### config.mk
export PLATFORM = sky130hd
export DESIGN_NAME = raster_timing
export DESIGN_NICKNAME = d
export VERILOG_FILES = /design/src/rtl/rt_pkg.sv /design/src/rtl/rt_dot_ctr.sv /design/src/rtl/rt_line_ctr.sv /design/src/rtl/rt_status_mux.sv /design/src/rtl/raster_timing.sv
export SDC_FILE = /design/constraint.sdc
export NUM_CORES = 1
export LEC_CHECK = 0
export ABC_AREA = 0
export BUFFER_PORTS_ARGS = -buffer_cell sky130_fd_sc_hd__buf_2
export CAP_MARGIN = 0
export CORE_ASPECT_RATIO = 0.75
export CORE_MARGIN = 2
export CORE_UTILIZATION = 45
export CTS_BUF_LIST = sky130_fd_sc_hd__clkbuf_4 sky130_fd_sc_hd__clkbuf_8 sky130_fd_sc_hd__clkbuf_16
export DETAILED_ROUTE_END_ITERATION = 10
export GPL_ROUTABILITY_DRIVEN = 0
export GPL_TIMING_DRIVEN = 0
export PLACE_DENSITY = 0.72
export SYNTH_ARGS = -nofsm -noshare
export SYNTH_HDL_FRONTEND = slang
export SYNTH_SLANG_ARGS = --single-unit
### constraint.sdc
create_clock -name clk -period 2.4 [get_ports clk]
set_clock_uncertainty 0.2 [all_clocks]
set_input_delay 0.36 -clock clk [delete_from_list [all_inputs] [get_ports clk]]
set_output_delay 0.36 -clock clk [all_outputs]
set_load 0.05 [all_outputs]
### src/rtl/rt_pkg.sv
package rt_pkg;
  typedef enum logic {SEL_IRQ = 1'b0, SEL_TIMING = 1'b1} stat_sel_e;

  // Horizontal-blank window that wraps past the end of the line.
  function automatic logic hb_window(input int unsigned d, input int unsigned s,
                                     input int unsigned e);
    return (d >= s) || (d <= e);
  endfunction

  function automatic logic [7:0] irq_byte(input logic vbl);
    return {vbl, 7'b0};
  endfunction

  function automatic logic [7:0] timing_byte(input logic in_vbl, input logic hb);
    return {in_vbl, hb, 6'b0};
  endfunction
endpackage

### src/rtl/rt_dot_ctr.sv
module rt_dot_ctr #(
  parameter int DOT_LAST = 340,
  parameter int DW = 9
) (
  input  logic          clk,
  input  logic          rst_n,
  output logic [DW-1:0] dot,
  output logic          wrap
);
  localparam logic [DW-1:0] LAST_D = DW'(DOT_LAST);

  assign wrap = (dot == LAST_D);

  always_ff @(posedge clk or negedge rst_n) begin
    if (!rst_n)    dot <= '0;
    else if (wrap) dot <= '0;
    else           dot <= dot + 1'b1;
  end
endmodule

### src/rtl/rt_line_ctr.sv
module rt_line_ctr #(
  parameter int VBL_LINE  = 225,
  parameter int WRAP_LINE = 260,
  parameter int LW = 9,
  parameter int FW = 32
) (
  input  logic          clk,
  input  logic          rst_n,
  input  logic          adv,
  output logic [LW-1:0] line,
  output logic          vblank,
  output logic          enter_vbl,
  output logic          frame_wrap,
  output logic [FW-1:0] frame_cnt
);
  localparam logic [LW-1:0] VBL_L  = LW'(VBL_LINE);
  localparam logic [LW-1:0] WRAP_L = LW'(WRAP_LINE);

  logic [LW-1:0] line_inc;

  always_comb begin
    line_inc   = line + 1'b1;
    enter_vbl  = adv && (line_inc == VBL_L);
    frame_wrap = adv && (line_inc == WRAP_L);
  end

  always_ff @(posedge clk or negedge rst_n) begin
    if (!rst_n) begin
      line      <= '0;
      vblank    <= 1'b0;
      frame_cnt <= '0;
    end else if (adv) begin
      line <= frame_wrap ? '0 : line_inc;
      if (enter_vbl)       vblank <= 1'b1;
      else if (frame_wrap) vblank <= 1'b0;
      if (frame_wrap)      frame_cnt <= frame_cnt + 1'b1;
    end
  end
endmodule

### src/rtl/rt_status_mux.sv
module rt_status_mux (
  input  logic       sel,
  input  logic       vblank,
  input  logic       in_vbl_lines,
  input  logic       hblank,
  output logic [7:0] rd_data
);
  import rt_pkg::*;

  always_comb begin
    if (sel == SEL_TIMING) rd_data = timing_byte(in_vbl_lines, hblank);
    else                   rd_data = irq_byte(vblank);
  end
endmodule

### src/rtl/raster_timing.sv
module raster_timing #(
  parameter int DOT_LAST  = 340,
  parameter int VBL_LINE  = 225,
  parameter int WRAP_LINE = 260,
  parameter int HB_START  = 'h121,
  parameter int HB_END    = 'h15,
  parameter int FW        = 32,
  localparam int DW = $clog2(DOT_LAST + 1),
  localparam int LW = $clog2(WRAP_LINE)
) (
  input  logic          clk,
  input  logic          rst_n,
  input  logic          wr_en,
  input  logic [7:0]    wr_data,
  input  logic          rd_sel,
  output logic [7:0]    rd_data,
  output logic [DW-1:0] dot,
  output logic [LW-1:0] line,
  output logic          vblank,
  output logic          hblank,
  output logic          nmi_req,
  output logic          frame_done,
  output logic [FW-1:0] frame_cnt
);
  import rt_pkg::*;

  localparam logic [LW-1:0] VBL_L = LW'(VBL_LINE);

  // Named internal events, visible to the bound checker.
  logic dot_wrap;
  logic enter_vbl;
  logic frame_wrap;
  logic nmi_en;
  logic in_vbl_lines;

  rt_dot_ctr #(.DOT_LAST(DOT_LAST), .DW(DW)) u_dot (
    .clk(clk), .rst_n(rst_n), .dot(dot), .wrap(dot_wrap)
  );

  rt_line_ctr #(.VBL_LINE(VBL_LINE), .WRAP_LINE(WRAP_LINE), .LW(LW), .FW(FW)) u_line (
    .clk(clk), .rst_n(rst_n), .adv(dot_wrap), .line(line), .vblank(vblank),
    .enter_vbl(enter_vbl), .frame_wrap(frame_wrap), .frame_cnt(frame_cnt)
  );

  assign hblank       = hb_window(32'(dot), HB_START, HB_END);
  assign in_vbl_lines = (line >= VBL_L);

  rt_status_mux u_stat (
    .sel(rd_sel), .vblank(vblank), .in_vbl_lines(in_vbl_lines),
    .hblank(hblank), .rd_data(rd_data)
  );

  // The request samples the enable as it stood before this edge.
  always_ff @(posedge clk or negedge rst_n) begin
    if (!rst_n) begin
      nmi_en     <= 1'b0;
      nmi_req    <= 1'b0;
      frame_done <= 1'b0;
    end else begin
      if (wr_en) nmi_en <= wr_data[7];
      nmi_req    <= enter_vbl & nmi_en;
      frame_done <= enter_vbl;
    end
  end
endmodule

==> impl_table.tex <==
\begin{tabular}{lr}
\hline
Metric & Value \\
\hline
\multicolumn{2}{l}{\textbf{Floorplan}} \\
Number of placement rows & 25 \\
IO Count & 74 \\
Die extent in x & slightly below 100 um \\
Core outline area & approximately 6400 um\^{}2 \\
Die Outline Area & roughly 7400 um\^{}2 \\
Initial standard-cell utilization of the core & a little under half \\
Die height & approximately 75 um \\
\multicolumn{2}{l}{\textbf{Detailed routing}} \\
DR WL/cell & between 15 and 20 um \\
Count of vias placed by the detailed router & roughly 2,500 \\
Drt first pass iters & 4 \\
Via density & 5.38 \\
Count of antenna-violating nets left after detailed routing & 0 \\
Detailed router's first-iteration violation count & 160 \\
Final routed wirelength across all metal layers & 7550 um \\
DR DRC count & 0 \\
\multicolumn{2}{l}{\textbf{Yosys}} \\
Netlist Area Pre-Place & 3020 um\^{}2 \\
Area share of the leading cell type in the synthesized netlist & approximately 45\% \\
Most used flip-flop cell after synthesis & sky130\_fd\_sc\_hd\_\_dfrtp\_1 \\
Number of synthesized flops with an enable pin & 0 \\
Sequential cell area fraction in the yosys report & 44.8\% \\
Netlist cell types & 47 \\
Asr flop ratio synth & 100\% \\
FF+latch count, synth & 54 \\
Cell type with the largest total area after synthesis & sky130\_fd\_sc\_hd\_\_dfrtp\_1 \\
Yosys warns & 0 \\
Cells after Synth & 290 \\
Synthesized area per cell & 10.4 um\^{}2 \\
Ranking of synthesized cells by area & sky130\_fd\_sc\_hd\_\_dfrtp\_1, sky130\_fd\_sc\_hd\_\_xor2\_1, sky130\_fd\_sc\_hd\_\_nor4\_2 \\
\multicolumn{2}{l}{\textbf{Setup path}} \\
Crit path arrival time & $\sim$2100 ps \\
CP Class & register to output pin \\
Crit Path Max Fanout & 4 \\
Worst Reg2Reg Path Length in Cells & 8 \\
Critical R2R Capture & u\_line.frame\_cnt[21] \\
Worst stage delay on the critical path & 410 ps \\
Crit-path cells & inv\_2 -> ha\_4 -> or4\_1 -> o31ai\_1 -> nand2\_1 -> a32o\_2 -> and2\_4 -> buf\_6 \\
Capturing instance or port of the critical path & rd\_data[6] \\
Worst reg2reg path startpoint & u\_line.line[1] \\
Type of destination of the critical path & output pin \\
Standard cell with the maximum stage delay on the critical path & sky130\_fd\_sc\_hd\_\_dfrtp\_2 \\
Critical path required time & 1840 ps \\
Beginning of the critical path & u\_dot.dot[1] \\
Buf+Inv Stages, Crit Path & 2 \\
Kind of start point of the critical path & register \\
Setup slack on the worst flop-to-flop path & -130 ps \\
Instance count on the critical path & 8 \\
Cell type group with the largest total delay on the critical path & simple AND/OR/NAND/NOR gates \\
\multicolumn{2}{l}{\textbf{Global route}} \\
Via count of the first global-routing pass & 2,143 \\
Global-route total usage across every layer & a little under a fifth \\
Largest net degree at the start of global routing & 55 \\
Wire length of the first global-routing pass & between 10,000 and 15,000 um \\
Remaining global-route overflow & 0 \\
Initial antenna violation count & 0 \\
\multicolumn{2}{l}{\textbf{Place}} \\
Placed wire-length estimate after detailed placement & roughly 4600 um \\
Worst setup timing slack at the placement stage & -35.7 ps \\
IO buf count & 60 \\
\multicolumn{2}{l}{\textbf{Finish}} \\
Footprint of the multi-input gates & 1800 um\^{}2 \\
Net count of the finished layout & approximately 400 \\
Area taken by flip-flops and latches & approximately 1400 um\^{}2 \\
Number of filler cells placed in the layout & between 500 and 600 \\
Antenna diode instance count & 0 \\
Layout area overhead & 37.1\% \\
Layout cell share with drive strength beyond 1 & a little over two fifths \\
\multicolumn{2}{l}{\textbf{Pwr}} \\
Leakage power & between 2 and 2.5 nW \\
Switching portion of total power & 22.5\% \\
Internal power & roughly 1.2 mW \\
Reg power frac & about three fifths \\
Peak supply drop & 0.244 mV \\
Switching power of the nets & around 340 uW \\
Total Power Consumption & around 1.5 mW \\
Combinational share of power & under 10\% \\
Clk pwr share & between 30 and 40\% \\
PwrDens & between 300 and 400 nW/um\^{}2 \\
\multicolumn{2}{l}{\textbf{STA}} \\
Actual transition at the worst max-transition pin & about 1200 ps \\
Achievable frequency & between 300 and 400 MHz \\
Tightest slew margin relative to the limit & 19.5\% \\
Final number of hold-violating endpoints & 0 \\
Max Slew Vio Count & 0 \\
Unrepaired setup endpoints after global routing & true \\
Setup TNS Final & -905 ps \\
Portion of the clock cycle consumed by the worst path in the final layout & 112\% \\
Post-route minimum period & 2680 ps \\
Setup violation total in the final timing report & 15 \\
Worst hold slack after final layout & approximately 38 ps \\
Min setup slack post-route & -277 ps \\
\multicolumn{2}{l}{\textbf{Clock network}} \\
Clock tree from TritonCTS & done \\
Clock-pin slew on the worst setup and hold paths & about 100 ps \\
Max Buffers Root-to-Sink & 2 \\
CTS Buf Count & 5 \\
Clock Root Buffer & sky130\_fd\_sc\_hd\_\_clkbuf\_8 \\
Latest clock arrival within the worst-skew pair & 300 ps \\
Number of sinks driven by the clock tree & between 50 and 60 \\
Number of H-tree branching levels & 2 \\
\multicolumn{2}{l}{\textbf{Status}} \\
Failing checks & negative setup slack \\
Outcome & complete, but fails checks \\
\multicolumn{2}{l}{\textbf{Flow run}} \\
Max-cap violation count & 0 \\
\multicolumn{2}{l}{\textbf{Hold path}} \\
Hold crit path type & input pin to register \\
\hline
\end{tabular}
[metrics by stage]
step	cell area (um^2)	instances	utilization, %
after floorplan	3070	295	-
after global placement	3470	436	54.4
after detailed placement	3470	436	54.4
after CTS	3650	451	57.3
after global routing	4140	465	64.8
final	4140	465	64.8
[worst min path at each step]
stage                              start                   end  slack (ps)  cells after the start
floorplan                          rst_n            frame_done        -140                      0
global placement    u_line.frame_cnt[31]  u_line.frame_cnt[31]         250                      1
detailed placement  u_line.frame_cnt[31]  u_line.frame_cnt[31]         260                      1
CTS                                wr_en                nmi_en          30                      2
global route                       wr_en                nmi_en          50                      2
finish                             wr_en                nmi_en          40                      2
[cells in the final DEF (no fill, tap or decap), types with 10 or more instances in the layout]
| cell type | Yosys | layout |
|---|---|---|
| sky130_fd_sc_hd__buf_4 | 7 | 24 |
| sky130_fd_sc_hd__inv_1 | 12 | 11 |
| sky130_fd_sc_hd__nor2_1 | 21 | 17 |
| sky130_fd_sc_hd__nand4_1 | 12 | 12 |
| sky130_fd_sc_hd__nand3_1 | 19 | 17 |
| sky130_fd_sc_hd__nor4_4 | 1 | 15 |
| sky130_fd_sc_hd__dfrtp_1 | 54 | 48 |
| sky130_fd_sc_hd__xor2_1 | 35 | 35 |
| sky130_fd_sc_hd__xnor2_1 | 11 | 10 |
| sky130_fd_sc_hd__buf_2 | 5 | 60 |
| sky130_fd_sc_hd__nand2_1 | 24 | 22 |
| sky130_fd_sc_hd__nor3_4 | 1 | 10 |
[power by group through the flow]
stage	clock network, mW	registers (mW)	logic [mW]
after floorplan	0	0.929	0.0340
after global placement	0	0.929	0.0578
after detailed placement	0	0.929	0.0580
after CTS	0.581	0.911	0.0578
after global routing	0.615	0.911	0.0634
final	0.563	0.911	0.0579
[kinds of logic after synthesis]
logic type      after synthesis  synth area share (%)
simple gates                129                  27.1
flops                        54                  44.8
xor+xnor                     46                  13.3
buf+inv                      33                  6.51
compound gates               18                  4.44
fa+ha+maj                     8                  3.32
other cells                   1                 0.124
mux                           1                 0.373
[synth_stat cells (2+ instances only)]
library cell	n
sky130_fd_sc_hd__a21oi_1	2
sky130_fd_sc_hd__and3_1	3
sky130_fd_sc_hd__buf_2	5
sky130_fd_sc_hd__buf_4	7
sky130_fd_sc_hd__buf_6	3
sky130_fd_sc_hd__clkbuf_1	4
sky130_fd_sc_hd__dfrtp_1	54
sky130_fd_sc_hd__ha_1	8
sky130_fd_sc_hd__inv_1	12
sky130_fd_sc_hd__nand2_1	24
sky130_fd_sc_hd__nand3_1	19
sky130_fd_sc_hd__nand4_1	12
sky130_fd_sc_hd__nand4b_1	2
sky130_fd_sc_hd__nor2_1	21
sky130_fd_sc_hd__nor3_1	11
sky130_fd_sc_hd__nor3_2	7
sky130_fd_sc_hd__nor3b_1	2
sky130_fd_sc_hd__nor4_1	2
sky130_fd_sc_hd__nor4_2	14
sky130_fd_sc_hd__o21ai_0	6
sky130_fd_sc_hd__or3_1	2
sky130_fd_sc_hd__xnor2_1	11
sky130_fd_sc_hd__xor2_1	35
[area by class of cell]
class | instances | share of cell area (%)
repair buffers | 82 | 13.3
inverters | 12 | 1.09
flip-flops and latches | 54 | 32.8
clock buffers | 7 | 2.33
clock inverters | 1 | 0.212
plain buffers | 20 | 4.14
well taps | 81 | 2.45
multi-input cells | 208 | 43.6
[metal layers]
| layer | part of all wire, % | track usage, % |
|---|---|---|
| met5 | 0 | 0 |
| met4 | 0.46 | 4.11 |
| met1 | 48 | 28.2 |
| met3 | 4.3 | 3.16 |
| met2 | 48 | 27.5 |
[registers in the layout (all words and copies together), names as in the netlist]
signal / flops
u_line.frame_cnt: 32
u_dot.dot: 9
u_line.line: 9
frame_done: 1
nmi_en: 1
nmi_req: 1
u_line.vblank: 1
[what timing repair did]
item / in CTS / in global routing
gates resized for setup: 6 / 68
gates cloned: 0 / 4
endpoints found under the setup margin: 28 / 37
hold buffers: 0 / 0
setup buffers: 7 / 11
pin swaps: 1 / 50
(Power assumes the default switching activity.)
